File: config.mk
export PLATFORM = sky130hd
export DESIGN_NAME = soc_event_prescaler
export DESIGN_NICKNAME = d
export VERILOG_FILES = /design/src/rtl/sep_pkg.sv /design/src/rtl/sep_period_regs.sv /design/src/rtl/sep_channel.sv /design/src/rtl/sep_flag.sv /design/src/rtl/sep_readback.sv /design/src/rtl/soc_event_prescaler.sv
export SDC_FILE = /design/constraint.sdc
export NUM_CORES = 1
export LEC_CHECK = 0
export CORE_MARGIN = 4
export CORE_UTILIZATION = 35
export DETAILED_ROUTE_END_ITERATION = 6
export PLACE_DENSITY = 0.89
export SYNTH_ARGS = -nofsm -noshare
export SYNTH_HDL_FRONTEND = slang
export SYNTH_HIERARCHICAL = 1
export SYNTH_SLANG_ARGS = --single-unit
File: constraint.sdc
create_clock -name clk -period 2.3 [get_ports clk]
set_clock_uncertainty 0.15 [all_clocks]
set_input_delay 0.345 -clock clk [delete_from_list [all_inputs] [get_ports clk]]
set_output_delay 0.345 -clock clk [all_outputs]
set_load 0.02 [all_outputs]
File: src/rtl/sep_pkg.sv
`timescale 1ns/1ps
package sep_pkg;

   localparam int SEP_CH_A = 0;
   localparam int SEP_CH_B = 1;

   // per-event decision of one channel
   typedef enum logic [1:0] {
      SEP_IDLE  = 2'd0,
      SEP_COUNT = 2'd1,
      SEP_FIRE  = 2'd2
   } sep_act_e;

   // field placement: period then count, one pair per channel
   function automatic int sep_prd_lsb(input int base, input int ch, input int w);
      return base + ch * 2 * w;
   endfunction

   function automatic int sep_cnt_lsb(input int base, input int ch, input int w);
      return base + ch * 2 * w + w;
   endfunction

endpackage

File: src/rtl/sep_period_regs.sv
`timescale 1ns/1ps
module sep_period_regs
   import sep_pkg::*;
#(
   parameter int NUM_CH     = 2,
   parameter int CNT_W      = 2,
   parameter int DATA_W     = 16,
   parameter int FIELD_BASE = 8
)(
   input  logic                          clk,
   input  logic                          rst_n,
   input  logic                          wr_en,
   input  logic [DATA_W-1:0]             wr_data,
   output logic [NUM_CH-1:0][CNT_W-1:0]  prd
);

   logic [NUM_CH-1:0][CNT_W-1:0] prd_q;
   logic                         unused_wr_bits;

   assign unused_wr_bits = ^wr_data;

   for (genvar g = 0; g < NUM_CH; g++) begin : g_prd
      localparam int PL = sep_prd_lsb(FIELD_BASE, g, CNT_W);
      always_ff @(posedge clk or negedge rst_n) begin
         if (!rst_n) begin
            prd_q[g] <= '0;
         end else if (wr_en) begin
            prd_q[g] <= wr_data[PL +: CNT_W];
         end
      end
   end

   assign prd = prd_q;

endmodule

File: src/rtl/sep_channel.sv
`timescale 1ns/1ps
module sep_channel
   import sep_pkg::*;
#(
   parameter int CNT_W = 2
)(
   input  logic             clk,
   input  logic             rst_n,
   input  logic             evt,
   input  logic             en,
   input  logic [CNT_W-1:0] prd,
   output logic [CNT_W-1:0] cnt,
   output logic             fire,
   output logic             pulse
);

   localparam logic [CNT_W-1:0] CNT_TOP = {CNT_W{1'b1}};

   logic [CNT_W-1:0] cnt_q;
   logic [CNT_W-1:0] cnt_inc;
   logic             pulse_q;
   sep_act_e         act;

   // saturating increment
   assign cnt_inc = (cnt_q == CNT_TOP) ? cnt_q : cnt_q + 1'b1;

   always_comb begin
      act = SEP_IDLE;
      if (evt && (prd != '0)) begin
         act = (en && (cnt_inc >= prd)) ? SEP_FIRE : SEP_COUNT;
      end
   end

   always_ff @(posedge clk or negedge rst_n) begin
      if (!rst_n) begin
         cnt_q   <= '0;
         pulse_q <= 1'b0;
      end else begin
         pulse_q <= (act == SEP_FIRE);
         case (act)
            SEP_FIRE:  cnt_q <= '0;
            SEP_COUNT: cnt_q <= cnt_inc;
            default:   cnt_q <= cnt_q;
         endcase
      end
   end

   assign cnt   = cnt_q;
   assign fire  = (act == SEP_FIRE);
   assign pulse = pulse_q;

endmodule

File: src/rtl/sep_flag.sv
`timescale 1ns/1ps
module sep_flag (
   input  logic clk,
   input  logic rst_n,
   input  logic set,
   input  logic clr,
   output logic flag
);

   logic flag_q;

   // set dominates a same-cycle clear
   always_ff @(posedge clk or negedge rst_n) begin
      if (!rst_n) begin
         flag_q <= 1'b0;
      end else begin
         flag_q <= (flag_q & ~clr) | set;
      end
   end

   assign flag = flag_q;

endmodule

File: src/rtl/sep_readback.sv
`timescale 1ns/1ps
module sep_readback
   import sep_pkg::*;
#(
   parameter int NUM_CH     = 2,
   parameter int CNT_W      = 2,
   parameter int DATA_W     = 16,
   parameter int FIELD_BASE = 8
)(
   input  logic [NUM_CH-1:0][CNT_W-1:0] prd,
   input  logic [NUM_CH-1:0][CNT_W-1:0] cnt,
   output logic [DATA_W-1:0]            rd
);

   always_comb begin
      rd = '0;
      for (int ch = 0; ch < NUM_CH; ch++) begin
         rd[sep_prd_lsb(FIELD_BASE, ch, CNT_W) +: CNT_W] = prd[ch];
         rd[sep_cnt_lsb(FIELD_BASE, ch, CNT_W) +: CNT_W] = cnt[ch];
      end
   end

endmodule

File: src/rtl/soc_event_prescaler.sv
`timescale 1ns/1ps
module soc_event_prescaler
   import sep_pkg::*;
#(
   parameter int NUM_CH     = 2,
   parameter int CNT_W      = 2,
   parameter int DATA_W     = 16,
   parameter int FIELD_BASE = 8
)(
   input  logic              clk,
   input  logic              rst_n,
   input  logic              wr_en,
   input  logic [DATA_W-1:0] wr_data,
   output logic [DATA_W-1:0] rd_data,
   input  logic [NUM_CH-1:0] evt_in,
   input  logic [NUM_CH-1:0] trig_en,
   input  logic [NUM_CH-1:0] flag_clr,
   output logic [NUM_CH-1:0] soc_pulse,
   output logic [NUM_CH-1:0] soc_flag
);

   localparam int FIELD_TOP = FIELD_BASE + NUM_CH * 2 * CNT_W;

   // elaboration-time parameter checks
   if (NUM_CH < 1) begin : g_bad_ch
      $error("soc_event_prescaler: NUM_CH must be at least 1");
   end
   if (CNT_W < 1) begin : g_bad_w
      $error("soc_event_prescaler: CNT_W must be at least 1");
   end
   if (FIELD_TOP > DATA_W) begin : g_bad_fit
      $error("soc_event_prescaler: fields do not fit in DATA_W");
   end

   logic [NUM_CH-1:0][CNT_W-1:0] prd;
   logic [NUM_CH-1:0][CNT_W-1:0] cnt;
   logic [NUM_CH-1:0]            fire;

   sep_period_regs #(
      .NUM_CH(NUM_CH), .CNT_W(CNT_W), .DATA_W(DATA_W), .FIELD_BASE(FIELD_BASE)
   ) u_regs (
      .clk(clk), .rst_n(rst_n), .wr_en(wr_en), .wr_data(wr_data), .prd(prd)
   );

   for (genvar g = 0; g < NUM_CH; g++) begin : g_ch
      sep_channel #(.CNT_W(CNT_W)) u_chan (
         .clk(clk), .rst_n(rst_n), .evt(evt_in[g]), .en(trig_en[g]),
         .prd(prd[g]), .cnt(cnt[g]), .fire(fire[g]), .pulse(soc_pulse[g])
      );
      sep_flag u_flag (
         .clk(clk), .rst_n(rst_n), .set(fire[g]), .clr(flag_clr[g]),
         .flag(soc_flag[g])
      );
   end

   sep_readback #(
      .NUM_CH(NUM_CH), .CNT_W(CNT_W), .DATA_W(DATA_W), .FIELD_BASE(FIELD_BASE)
   ) u_rb (
      .prd(prd), .cnt(cnt), .rd(rd_data)
   );

endmodule

==> impl_metrics.tcl <==
set metrics [dict create \
    slew_violations 0 \
    synth_cells 67 \
    coreArea_um2 1940 \
    synthToLayoutAreaGrowth_pct 28.5 \
    diodes 0 \
    endpoint_kind "primary output" \
    finalHoldViolCount 0 \
    maxCapViolations 0 \
    arrival_ns 1.35 \
    crit_chain "clkdlybuf4s50_1" \
    htreeDepth 1 \
    top_usage_layer "met2" \
    grtUsageMet3 0.0563 \
    rows 16 \
    cts_root_buf "clkbuf_4" \
    setup_viol 0 \
    fin_cells 112 \
    status "finished, final reports clean" \
    final_common_cell "clkdlybuf4s50_1" \
    antenna_found_initial 0 \
    cts_hold_buf 0 \
    viasPerCell 4.48 \
    antenna_left 0 \
    ys_seq_elements 12 \
    leakagePower_nw 0.427 \
    pin_count 45 \
    critical_path_class "flip-flop to primary output" \
    drive_above_1_share 0.176 \
    first_global_vias 496 \
    cp_slowest_cell "clkdlybuf4s50_1" \
    crit_fanout 5 \
    cts_tree "yes" \
    routabilityCongestion 0.776 \
    fin_crit_sh 0.801 \
    die_w_um 53.1 \
    design.die.area_um2 2820 \
    grt.total_usage 0.109 \
    syn_area_um2 712 \
    final_cell_area_um2 915 \
    ys_types 18 \
    final_cell_mix "clkdlybuf4s50_1 (24), dfrtp_1 (12), conb_1 (8)" \
    cts.sinks 12 \
    relSlewSlack 0.640 \
    grt_use_met2 0.202 \
    drc 0 \
    wl_mm 1.28 \
    cts.clk_slew.worst_paths_ns 0.07 \
    cp.required_ns 1.80 \
    syn_area_per_cell_um2 10.6 \
    vias 502 \
    tightest_slew_ns 0.538 \
    placed_area_um2 892 \
    min_path_type "input pin to async pin" \
    grt_use_met1 0.0955 \
    start_util 0.367 \
    max_freq_mhz 543 \
    io_buffers 24 \
    grt_max_degree 13 \
    cp_top_family "buffers and inverters" \
    wl_per_cell_um 11.5 \
    period_minus_slack_ns 1.84 \
    crit_path_max_incr_delay_ns 0.64 \
    numCtsBuffers 3 \
    setup_tns_ns 0 \
    nets 116 \
    dp.cells 109 \
    setup_ws_ns 0.457 \
    startpoint_type "flip-flop" \
    ir_drop_v 0.000414 \
    dp_slack_ns 0.524 \
    drt_iter0_drc 9 \
    ys_seq_area_frac 0.422 \
    cts.path.max_buffers 2 \
    grt_pass1_wl_mm 2.10 \
    cts_resized 0 \
    hpwl_mm 1.10 \
    dr.pass1.iters 4 \
    yosys_warnings 6 \
    globalRouteOverflowTotal 0 \
    critPathBufInv 1 \
    post-cts-setup-buffers 0 \
    die_h_um 53.1 \
    powerDensity_nw_per_um2 928 \
    insertion_delay_ns 0.27 \
    rsz0062_at_grt "false" \
]
routing by layer:
layer	vias up	wire length [µm]
met5	-	0
met3	5	138
met4	0	23
li1	238	-
met1	238	437
met2	21	684
synthesized netlist by cell type:
cell / number / area (µm²)
a21o_1: 2 / 15.0
a21oi_1: 2 / 10.0
and2b_1: 2 / 15.0
buf_4: 16 / 120
conb_1: 1 / 3.75
dfrtp_1: 12 / 300
ha_1: 4 / 50.1
inv_1: 4 / 15.0
mux2_2: 4 / 45.0
nand2_1: 2 / 7.51
nor2_1: 4 / 15.0
nor3_1: 2 / 10.0
nor3b_2: 2 / 25.0
o21a_1: 2 / 15.0
o21ai_1: 2 / 10.0
o21ai_2: 2 / 17.5
o31ai_2: 2 / 25.0
or2_2: 2 / 12.5
final cells by class:
cell class / instances / area (µm²)
Sequential cell: 12 / 300
Timing Repair Buffer: 24 / 240
Fill cell: 186 / 1030
Clock buffer: 3 / 22.5
Tap cell: 27 / 33.8
Inverter: 4 / 15.0
Multi-Input combinational cell: 42 / 303
stage by stage:
stage | util | hold slack (ns) | power [mW]
final | 0.471 | 0.270 | 0.848
after global routing | 0.471 | 0.308 | 0.915
after CTS | 0.471 | 0.283 | 0.859
after detailed placement | 0.459 | 0.316 | 0.734
after global placement | 0.459 | 0.311 | 0.712
after floorplan | - | -0.101 | 0.623
flip-flops by register name, summed over array words and instances (netlist names):
name,flops
g_ch.u_chan/pulse,2
g_ch.u_chan/cnt,4
u_regs/prd,4
g_ch.u_flag/flag,2
final timing paths:
check | startpoint | to | slack (ns) | cells past startpoint
max | u_regs/prd[0] | rd_data[8] | 0.46 | 1
min | rst_n | u_regs/prd[3] | 0.27 | 1
max reg2reg | g_ch[1].u_chan/cnt[1] | g_ch[1].u_chan/cnt[1] | 0.53 | 5
min reg2reg | g_ch[1].u_flag/flag | g_ch[1].u_flag/flag | 0.32 | 1
max in group asynchronous | rst_n | g_ch[0].u_chan/cnt[0] | 1.37 | 1
min in group clk | g_ch[1].u_flag/flag | g_ch[1].u_flag/flag | 0.32 | 1
report_power, final:
group          internal (mW)  switching, mW
sequential             0.268         0.0510
clock                 0.0606         0.0630
combinational          0.205          0.201
kinds of logic (layout without fill, tap and decap cells):
family | Yosys count | count (layout) | synth area share
buf+inv | 20 | 31 | 0.190
simple gates | 14 | 14 | 0.119
compound gates | 12 | 12 | 0.130
flops | 12 | 12 | 0.422
fa+ha+maj | 4 | 4 | 0.0703
mux | 4 | 4 | 0.0633
other cells | 1 | 8 | 0.00527
No activity file was read; power rests on OpenSTA's default activity.
